<file path="src/rtl/ctx_mig_pkg.sv">
package ctx_mig_pkg;
  localparam int FLIT_W = 64;
  localparam int WORD_W = 32;
  localparam int TID_W  = 8;
  localparam int DEST_W = 7;
  localparam int MAIN_D = 16;
  localparam int AUX_D  = 8;
  localparam int MIN_MAIN = 2;

  localparam int MCNT_W   = $clog2(MAIN_D + 1);
  localparam int ACNT_W   = $clog2(AUX_D + 1);
  localparam int POS_W    = $clog2(MAIN_D);
  localparam int MAX_BODY = (MAIN_D + 1) / 2 + (AUX_D + 1) / 2;
  localparam int BLEN_W   = $clog2(MAX_BODY + 1);
  localparam int RSV_W    = FLIT_W - (DEST_W + BLEN_W + ACNT_W + MCNT_W + TID_W + WORD_W);

  // Head flit, most significant field first.
  typedef struct packed {
    logic [RSV_W-1:0]  rsv;
    logic [DEST_W-1:0] dest;
    logic [BLEN_W-1:0] blen;
    logic [ACNT_W-1:0] acnt;
    logic [MCNT_W-1:0] mcnt;
    logic [TID_W-1:0]  tid;
    logic [WORD_W-1:0] pc;
  } head_t;

  // Stack slice carried by one body flit.
  typedef struct packed {
    logic             aux;
    logic [POS_W-1:0] p0;
    logic [POS_W-1:0] p1;
    logic             v1;
  } slot_t;

  typedef enum logic [1:0] {T_IDLE, T_HEAD, T_BODY} tx_st_t;
  typedef enum logic       {R_IDLE, R_BODY} rx_st_t;

  function automatic logic [MCNT_W-1:0] clamp_main(input logic [MCNT_W-1:0] x);
    if (int'(x) < MIN_MAIN) return MCNT_W'(MIN_MAIN);
    if (int'(x) > MAIN_D)   return MCNT_W'(MAIN_D);
    return x;
  endfunction

  function automatic logic [ACNT_W-1:0] clamp_aux(input logic [ACNT_W-1:0] x);
    if (int'(x) > AUX_D) return ACNT_W'(AUX_D);
    return x;
  endfunction

  function automatic logic [BLEN_W-1:0] body_len(input logic [MCNT_W-1:0] m,
                                                 input logic [ACNT_W-1:0] a);
    return BLEN_W'((int'(m) + 1) / 2 + (int'(a) + 1) / 2);
  endfunction

  // Maps body flit index k to stack, positions and upper-word validity.
  function automatic slot_t locate(input logic [BLEN_W-1:0] k,
                                   input logic [MCNT_W-1:0] m,
                                   input logic [ACNT_W-1:0] a);
    slot_t s;
    int mfl;
    int j;
    int lim;
    mfl = (int'(m) + 1) / 2;
    if (int'(k) < mfl) begin
      s.aux = 1'b0;
      j     = int'(k);
      lim   = int'(m);
    end else begin
      s.aux = 1'b1;
      j     = int'(k) - mfl;
      lim   = int'(a);
    end
    s.p0 = POS_W'(2 * j);
    s.p1 = POS_W'(2 * j + 1);
    s.v1 = (2 * j + 1) < lim;
    return s;
  endfunction
endpackage

</file>
<file path="src/rtl/ctx_mig_tx.sv">
module ctx_mig_tx
  import ctx_mig_pkg::*;
(
  input  logic              clk,
  input  logic              rst_n,
  input  logic              tx_go,
  input  logic              tx_guest,
  input  logic [DEST_W-1:0] tx_dest,
  input  logic [TID_W-1:0]  tx_tid,
  input  logic [WORD_W-1:0] tx_pc,
  input  logic [MCNT_W-1:0] tx_main_req,
  input  logic [ACNT_W-1:0] tx_aux_req,
  input  logic [MCNT_W-1:0] tx_main_occ,
  input  logic [ACNT_W-1:0] tx_aux_occ,
  output logic              tx_busy,
  output logic              rd_aux,
  output logic [POS_W-1:0]  rd_pos0,
  output logic [POS_W-1:0]  rd_pos1,
  input  logic [WORD_W-1:0] rd_word0,
  input  logic [WORD_W-1:0] rd_word1,
  output logic              fo_valid,
  input  logic              fo_ready,
  output logic [FLIT_W-1:0] fo_data,
  output logic              fo_last
);
  tx_st_t            state_q, state_d;
  head_t             hd_q, hd_d, live;
  logic              hd_en;
  logic [BLEN_W-1:0] k_q, k_d;
  slot_t             slot;
  logic [MCNT_W-1:0] em;
  logic [ACNT_W-1:0] ea;
  logic              at_end;

  // Guest departures carry every occupied entry; native ones carry the request.
  always_comb begin
    em        = clamp_main(tx_guest ? tx_main_occ : tx_main_req);
    ea        = clamp_aux(tx_guest ? tx_aux_occ : tx_aux_req);
    live.rsv  = '0;
    live.dest = tx_dest;
    live.blen = body_len(em, ea);
    live.acnt = ea;
    live.mcnt = em;
    live.tid  = tx_tid;
    live.pc   = tx_pc;
  end

  assign slot    = locate(k_q, hd_q.mcnt, hd_q.acnt);
  assign rd_aux  = slot.aux;
  assign rd_pos0 = slot.p0;
  assign rd_pos1 = slot.p1;
  assign at_end  = (k_q == hd_q.blen - 1'b1);
  assign tx_busy = (state_q != T_IDLE);

  always_comb begin
    state_d  = state_q;
    hd_d     = hd_q;
    hd_en    = 1'b0;
    k_d      = k_q;
    fo_valid = 1'b0;
    fo_data  = hd_q;
    fo_last  = 1'b0;
    unique case (state_q)
      T_IDLE: begin
        fo_valid = tx_go;
        fo_data  = live;
        if (tx_go) begin
          hd_d    = live;
          hd_en   = 1'b1;
          k_d     = '0;
          state_d = fo_ready ? T_BODY : T_HEAD;
        end
      end
      T_HEAD: begin
        fo_valid = 1'b1;
        fo_data  = hd_q;
        if (fo_ready) state_d = T_BODY;
      end
      T_BODY: begin
        fo_valid = 1'b1;
        fo_data  = {(slot.v1 ? rd_word1 : {WORD_W{1'b0}}), rd_word0};
        fo_last  = at_end;
        if (fo_ready) begin
          if (at_end) state_d = T_IDLE;
          else        k_d     = k_q + 1'b1;
        end
      end
      default: state_d = T_IDLE;
    endcase
  end

  always_ff @(posedge clk or negedge rst_n) begin
    if (!rst_n) begin
      state_q <= T_IDLE;
      k_q     <= '0;
    end else begin
      state_q <= state_d;
      k_q     <= k_d;
    end
  end

  always_ff @(posedge clk or negedge rst_n) begin
    if (!rst_n)     hd_q <= '0;
    else if (hd_en) hd_q <= hd_d;
  end
endmodule

</file>
<file path="src/rtl/ctx_mig_rx.sv">
module ctx_mig_rx
  import ctx_mig_pkg::*;
(
  input  logic              clk,
  input  logic              rst_n,
  input  logic              fi_valid,
  input  logic [FLIT_W-1:0] fi_data,
  output logic              rx_head_v,
  output logic [DEST_W-1:0] rx_dest,
  output logic [TID_W-1:0]  rx_tid,
  output logic [WORD_W-1:0] rx_pc,
  output logic [MCNT_W-1:0] rx_main_cnt,
  output logic [ACNT_W-1:0] rx_aux_cnt,
  output logic              wr_en0,
  output logic              wr_en1,
  output logic              wr_aux,
  output logic [POS_W-1:0]  wr_pos0,
  output logic [POS_W-1:0]  wr_pos1,
  output logic [WORD_W-1:0] wr_word0,
  output logic [WORD_W-1:0] wr_word1,
  output logic              rx_done
);
  rx_st_t            state_q, state_d;
  head_t             hd_q, hin;
  logic              hd_en;
  logic [BLEN_W-1:0] k_q, k_d;
  slot_t             slot;
  logic              body_acc, at_end;
  logic              head_v_q, en0_q, en1_q, done_q;
  logic              aux_q;
  logic [POS_W-1:0]  pos0_q, pos1_q;
  logic [WORD_W-1:0] w0_q, w1_q;

  assign hin      = head_t'(fi_data);
  assign slot     = locate(k_q, hd_q.mcnt, hd_q.acnt);
  assign at_end   = (k_q == hd_q.blen - 1'b1);
  assign body_acc = fi_valid && (state_q == R_BODY);

  always_comb begin
    state_d = state_q;
    hd_en   = 1'b0;
    k_d     = k_q;
    unique case (state_q)
      R_IDLE: if (fi_valid) begin
        hd_en = 1'b1;
        k_d   = '0;
        // A head with no body or nonzero reserved bits starts no body phase.
        if (hin.blen != '0 && hin.rsv == '0) state_d = R_BODY;
      end
      R_BODY: if (fi_valid) begin
        k_d = k_q + 1'b1;
        if (at_end) state_d = R_IDLE;
      end
      default: state_d = R_IDLE;
    endcase
  end

  always_ff @(posedge clk or negedge rst_n) begin
    if (!rst_n) begin
      state_q  <= R_IDLE;
      k_q      <= '0;
      head_v_q <= 1'b0;
      en0_q    <= 1'b0;
      en1_q    <= 1'b0;
      done_q   <= 1'b0;
    end else begin
      state_q  <= state_d;
      k_q      <= k_d;
      head_v_q <= hd_en;
      en0_q    <= body_acc;
      en1_q    <= body_acc && slot.v1;
      done_q   <= body_acc && at_end;
    end
  end

  always_ff @(posedge clk or negedge rst_n) begin
    if (!rst_n)     hd_q <= '0;
    else if (hd_en) hd_q <= hin;
  end

  always_ff @(posedge clk or negedge rst_n) begin
    if (!rst_n) begin
      aux_q  <= 1'b0;
      pos0_q <= '0;
      pos1_q <= '0;
      w0_q   <= '0;
      w1_q   <= '0;
    end else if (body_acc) begin
      aux_q  <= slot.aux;
      pos0_q <= slot.p0;
      pos1_q <= slot.p1;
      w0_q   <= fi_data[WORD_W-1:0];
      w1_q   <= fi_data[FLIT_W-1:WORD_W];
    end
  end

  assign rx_head_v   = head_v_q;
  assign rx_dest     = hd_q.dest;
  assign rx_tid      = hd_q.tid;
  assign rx_pc       = hd_q.pc;
  assign rx_main_cnt = hd_q.mcnt;
  assign rx_aux_cnt  = hd_q.acnt;
  assign wr_en0      = en0_q;
  assign wr_en1      = en1_q;
  assign wr_aux      = aux_q;
  assign wr_pos0     = pos0_q;
  assign wr_pos1     = pos1_q;
  assign wr_word0    = w0_q;
  assign wr_word1    = w1_q;
  assign rx_done     = done_q;
endmodule

</file>
<file path="src/rtl/ctx_mig_codec.sv">
module ctx_mig_codec
  import ctx_mig_pkg::*;
(
  input  logic              clk,
  input  logic              rst_n,
  input  logic              tx_go,
  input  logic              tx_guest,
  input  logic [DEST_W-1:0] tx_dest,
  input  logic [TID_W-1:0]  tx_tid,
  input  logic [WORD_W-1:0] tx_pc,
  input  logic [MCNT_W-1:0] tx_main_req,
  input  logic [ACNT_W-1:0] tx_aux_req,
  input  logic [MCNT_W-1:0] tx_main_occ,
  input  logic [ACNT_W-1:0] tx_aux_occ,
  output logic              tx_busy,
  output logic              rd_aux,
  output logic [POS_W-1:0]  rd_pos0,
  output logic [POS_W-1:0]  rd_pos1,
  input  logic [WORD_W-1:0] rd_word0,
  input  logic [WORD_W-1:0] rd_word1,
  output logic              fo_valid,
  input  logic              fo_ready,
  output logic [FLIT_W-1:0] fo_data,
  output logic              fo_last,
  input  logic              fi_valid,
  input  logic [FLIT_W-1:0] fi_data,
  output logic              rx_head_v,
  output logic [DEST_W-1:0] rx_dest,
  output logic [TID_W-1:0]  rx_tid,
  output logic [WORD_W-1:0] rx_pc,
  output logic [MCNT_W-1:0] rx_main_cnt,
  output logic [ACNT_W-1:0] rx_aux_cnt,
  output logic              wr_en0,
  output logic              wr_en1,
  output logic              wr_aux,
  output logic [POS_W-1:0]  wr_pos0,
  output logic [POS_W-1:0]  wr_pos1,
  output logic [WORD_W-1:0] wr_word0,
  output logic [WORD_W-1:0] wr_word1,
  output logic              rx_done
);
  ctx_mig_tx u_tx (
    .clk(clk), .rst_n(rst_n), .tx_go(tx_go), .tx_guest(tx_guest),
    .tx_dest(tx_dest), .tx_tid(tx_tid), .tx_pc(tx_pc),
    .tx_main_req(tx_main_req), .tx_aux_req(tx_aux_req),
    .tx_main_occ(tx_main_occ), .tx_aux_occ(tx_aux_occ), .tx_busy(tx_busy),
    .rd_aux(rd_aux), .rd_pos0(rd_pos0), .rd_pos1(rd_pos1),
    .rd_word0(rd_word0), .rd_word1(rd_word1),
    .fo_valid(fo_valid), .fo_ready(fo_ready), .fo_data(fo_data), .fo_last(fo_last)
  );

  ctx_mig_rx u_rx (
    .clk(clk), .rst_n(rst_n), .fi_valid(fi_valid), .fi_data(fi_data),
    .rx_head_v(rx_head_v), .rx_dest(rx_dest), .rx_tid(rx_tid), .rx_pc(rx_pc),
    .rx_main_cnt(rx_main_cnt), .rx_aux_cnt(rx_aux_cnt),
    .wr_en0(wr_en0), .wr_en1(wr_en1), .wr_aux(wr_aux),
    .wr_pos0(wr_pos0), .wr_pos1(wr_pos1), .wr_word0(wr_word0), .wr_word1(wr_word1),
    .rx_done(rx_done)
  );
endmodule

</file>
<file path="config.mk">
export PLATFORM = sky130hd
export DESIGN_NAME = ctx_mig_codec
export DESIGN_NICKNAME = d
export VERILOG_FILES = /design/src/rtl/ctx_mig_pkg.sv /design/src/rtl/ctx_mig_tx.sv /design/src/rtl/ctx_mig_rx.sv /design/src/rtl/ctx_mig_codec.sv
export SDC_FILE = /design/constraint.sdc
export NUM_CORES = 1
export LEC_CHECK = 0
export BUFFER_PORTS_ARGS = -buffer_cell sky130_fd_sc_hd__buf_4
export CAP_MARGIN = 20
export CORE_MARGIN = 10
export CORE_UTILIZATION = 49
export DETAILED_ROUTE_END_ITERATION = 8
export GPL_TIMING_DRIVEN = 0
export PLACE_DENSITY_LB_ADDON = 0.12
export SYNTH_ARGS = -nofsm -noshare
export SYNTH_HDL_FRONTEND = slang
export SYNTH_SLANG_ARGS = --single-unit
export TNS_END_PERCENT = 100
</file>
<file path="constraint.sdc">
create_clock -name clk -period 9.3 [get_ports clk]
set_clock_uncertainty 0.1 [all_clocks]
set_input_delay 0.93 -clock clk [delete_from_list [all_inputs] [get_ports clk]]
set_output_delay 0.93 -clock clk [all_outputs]
set_load 0.03 [all_outputs]
</file>
==> flow_summary_export.csv <==
group,metric,value,unit
pwr,swShare,48.6,%
pwr,p_leak,7.52,nW
clock_network,htree_levels,1,
detailed_routing,vias_per_cell,5.25,
logic_synthesis,synth-simple-area-share,13.1,%
status,status,"finished, final reports clean",
grt,antenna_found_initial,0,
timing,grt_setup_unrepaired,"no",
clock_network,cts.sinks,204,
floorplanning,die_w,168,um
logic_synthesis,synth_top_family_by_area,"multiplexers",
floorplanning,die_h,168,um
detailed_routing,vias,9458,
placed_design,port-buffer-count,403,
timing,fin_crit_sh,63.0,%
clock_network,clk_pin_slew,0.06,ns
pwr,comb_power_share,64.7,%
detailed_routing,drt_iter0_drc,525,
clock_network,cts_root_buf,"clkbuf_16",
placed_design,gp_congestion,0.867,
worst_setup_path,reg2reg_from,"u_rx.rx_main_cnt[1]$_DFFE_PN0P_",
logic_synthesis,synth-compound-area-share,11.9,%
clock_network,cts_resized,0,
logic_synthesis,synth_cells,1073,
detailed_routing,wl_per_cell,19.8,um
detailed_routing,ant_nets,0,
pwr,power.share.clock,13.1,%
timing,setup_viol,0,
clock_network,postCtsHoldBufs,0,
run,drv_cap,0,
logic_synthesis,synthMuxAreaShare,13.6,%
worst_setup_path,r2r_setup_slack,5.94,ns
timing,final_max_slew_viol_count,0,
logic_synthesis,syn-cell-area,10800,um^2
pwr,p_seq_share,22.2,%
pwr,p_per_area,470,nW/um^2
grt,grt_use_total,24.0,%
logic_synthesis,synth-xor-area-share,2.25,%
cells_and_area,area_delta_synth_final,39.2,%
clock_network,clk_latency,0.50,ns
grt,grt_pass1_vias,9965,
cells_and_area,n_antenna_cell,0,
floorplanning,die_area,28300,um^2
grt,grt_max_degree,75,
floorplanning,start_util,49.6,%
timing,fmax,0.171,GHz
logic_synthesis,seq_area_frac_synth,47.4,%
min_path,hp-class,"in -> async",
timing,setup_tns,0,ns
detailed_routing,drc_errors,0,
floorplanning,core_region_area,21700,um^2
clock_network,postCtsSetupBuffers,0,
detailed_routing,firstDrtPassIters,5,
pwr,p_int,3.62,mW
logic_synthesis,synth_edf_count,0,
pwr,switching_power,3.43,mW
logic_synthesis,synthAdderAreaFrac,4.16,%
logic_synthesis,synth_cell_type_count,58,
logic_synthesis,synthFlopType,"dfrtp_1",
logic_synthesis,postSynthAreaPerCell,10.0,um^2
timing,max_slew_margin,48.5,%
grt,grt_pass1_wl,55100,um
timing,worst_pin_slew,0.772,ns
pwr,irDropWorstVdd,0.257,mV
logic_synthesis,ys_warn_count,0,
logic_synthesis,ys_ff_latch,204,
grt,grt-ovfl-total,0,
cells_and_area,fin_nets,1737,
worst_setup_path,r2r-end,"u_rx.wr_en1$_DFF_PN0_",
cells_and_area,drive_gt1_share,43.0,%
timing,timing.hold.ws,0.262,ns
worst_setup_path,worstSetupPathType,"reg -> out",
worst_setup_path,cp.required,8.27,ns
worst_setup_path,path_max_fanout,10,
worst_setup_path,rr_worst_depth,14,
clock_network,numCtsBuffers,23,
clock_network,cts_tree,"built",
clock_network,ctsLongestPathBuffers,3,
floorplanning,ios,408,
worst_setup_path,critPathArrivalTime,4.83,ns
floorplanning,core.rowCount,54,
worst_setup_path,end_kind,"output pin",
detailed_routing,wl,35700,um
timing,finalHoldViolCount,0,
logic_synthesis,async_flop_share,100,%
timing,period_needed,5.86,ns
worst_setup_path,crit_path_start_kind,"flop",
placed_design,dp_hpwl,27900,um
critical path: stages (launching register included):
cell	delay [ns]
dfrtp_1	0.35
clkbuf_1	0.32
inv_1	0.08
ha_1	0.24
fa_1	0.41
nor2b_1	0.13
o21a_1	0.15
o21ai_2	0.17
clkbuf_1	0.25
o21ai_0	0.56
ha_1	0.33
o21ai_0	0.21
a21oi_1	0.07
mux2_4	0.30
buf_2	0.20
o31ai_1	0.31
buf_4	0.22
worst max-delay path by stage:
stage / from / endpoint / cells past startpoint
3_5_place_dp: u_tx.k_q[0]$_DFFE_PN0P_ / fo_data[49] / 16
6_report: u_tx.k_q[0]$_DFFE_PN0P_ / fo_data[49] / 16
2_1_floorplan: u_tx.hd_q[40]$_DFFE_PN0P_ / fo_data[40] / 14
5_1_grt: u_tx.k_q[0]$_DFFE_PN0P_ / fo_data[49] / 16
4_1_cts: u_tx.k_q[0]$_DFFE_PN0P_ / fo_data[49] / 16
3_3_place_gp: u_tx.k_q[0]$_DFFE_PN0P_ / fo_data[49] / 16
layer usage:
metal	part of all wire, %	routed length, um	up-vias	GRT usage (%)
met3	11	3840	74	9.55
li1	-	-	4479	-
met5	0	0	-	0
met4	3.3	1160	0	8.44
met1	37	13000	4533	26.3
met2	49	17600	372	41.3
synth_stat cells, drive strengths merged, types with 4 or more instances:
library cell / count / area, um^2
nor2b: 4 / 25.0
mux2i: 4 / 40.0
o211ai: 25 / 188
a22oi: 57 / 428
dfrtp: 204 / 5100
nand2b: 5 / 31.3
a21oi: 16 / 80.1
inv: 25 / 93.8
o31ai: 6 / 45.0
nand2: 280 / 1050
nor2: 18 / 67.6
xor2: 7 / 61.3
mux2: 125 / 1420
and3: 5 / 36.3
xnor2: 18 / 158
clkbuf: 42 / 158
o21ai: 53 / 273
nand3: 11 / 72.6
a21o: 5 / 37.5
a22o: 4 / 35.0
a31oi: 4 / 25.0
nor3: 8 / 51.3
a211oi: 5 / 37.5
ha: 31 / 388
buf: 81 / 568
layout by cell type (no fill, tap or decap), types with 4 or more instances in the layout:
cell / netlist / routed
xnor2_1: 18 / 18
mux2i_1: 4 / 4
buf_1: 5 / 5
nor2b_1: 4 / 4
a22o_1: 4 / 4
a21o_1: 5 / 5
o211ai_1: 25 / 25
clkbuf_8: 0 / 7
nand2_1: 280 / 280
buf_2: 10 / 10
o21ai_0: 50 / 50
ha_1: 31 / 31
buf_4: 65 / 467
a31oi_1: 4 / 4
dfrtp_1: 204 / 204
inv_1: 24 / 24
and3_1: 4 / 4
a22oi_1: 57 / 57
nor3_1: 7 / 7
a211oi_1: 5 / 5
a21oi_1: 16 / 16
xor2_1: 7 / 7
clkbuf_16: 0 / 23
clkbuf_1: 42 / 47
nor2_1: 18 / 18
nand3_1: 9 / 9
mux2_2: 122 / 122
o31ai_1: 6 / 6
nand2b_1: 5 / 5
area by class of cell:
| type | count | area [um^2] |
|---|---|---|
| fill | 1761 | 6710 |
| sequential | 204 | 5100 |
| multi-input combinational | 722 | 4850 |
| timing repair buffer | 405 | 3090 |
| buffer | 123 | 726 |
| clock buffer | 35 | 691 |
| tap | 280 | 350 |
| inverter | 25 | 93.8 |
| clock inverter | 6 | 83.8 |
kinds of logic (layout without fill, tap and decap cells):
family	count (synthesis)	in the layout
buffers and inverters	148	594
muxes	129	129
xor gates and xnor gates	26	26
and+or+nand+nor	341	341
adders and majority gates	34	34
other	2	3
DFF	204	204
AOI/OAI and AO/OA	189	189
metrics by stage:
step | setup slack (ns) | area [um^2] | total power, mW | cells | util (%)
after floorplan | 3.76 | 10800 | 4.50 | 1074 | -
after global placement | 4.06 | 14100 | 6.05 | 1757 | 65.2
after detailed placement | 4.00 | 14200 | 6.12 | 1759 | 65.5
after CTS | 3.44 | 15000 | 7.08 | 1800 | 69.1
after global routing | 3.09 | 15000 | 7.50 | 1800 | 69.1
final | 3.44 | 15000 | 7.05 | 1800 | 69.1
power groups by stage:
stage	Clock, mW	Sequential [mW]	Combinational [mW]
floorplan	0	1.79	2.71
global placement	0	1.55	4.50
detailed placement	0	1.57	4.55
CTS	0.942	1.56	4.57
global route	0.975	1.62	4.91
finish	0.924	1.57	4.56
sequential cells by signal, indices dropped and copies added (netlist names):
signal	count
u_tx.hd_q	60
u_rx.rx_pc	32
u_rx.wr_word0	32
u_rx.wr_word1	32
u_rx.rx_tid	8
u_rx.rx_dest	7
u_rx.rx_main_cnt	5
u_rx.hd_q	4
u_rx.k_q	4
u_rx.rx_aux_cnt	4
u_rx.wr_pos1	4
u_tx.k_q	4
u_tx.state_q	2
u_rx.rx_done	1
u_rx.rx_head_v	1
u_rx.state_q	1
u_rx.wr_aux	1
u_rx.wr_en0	1
u_rx.wr_en1	1
(Power assumes the default switching activity.)
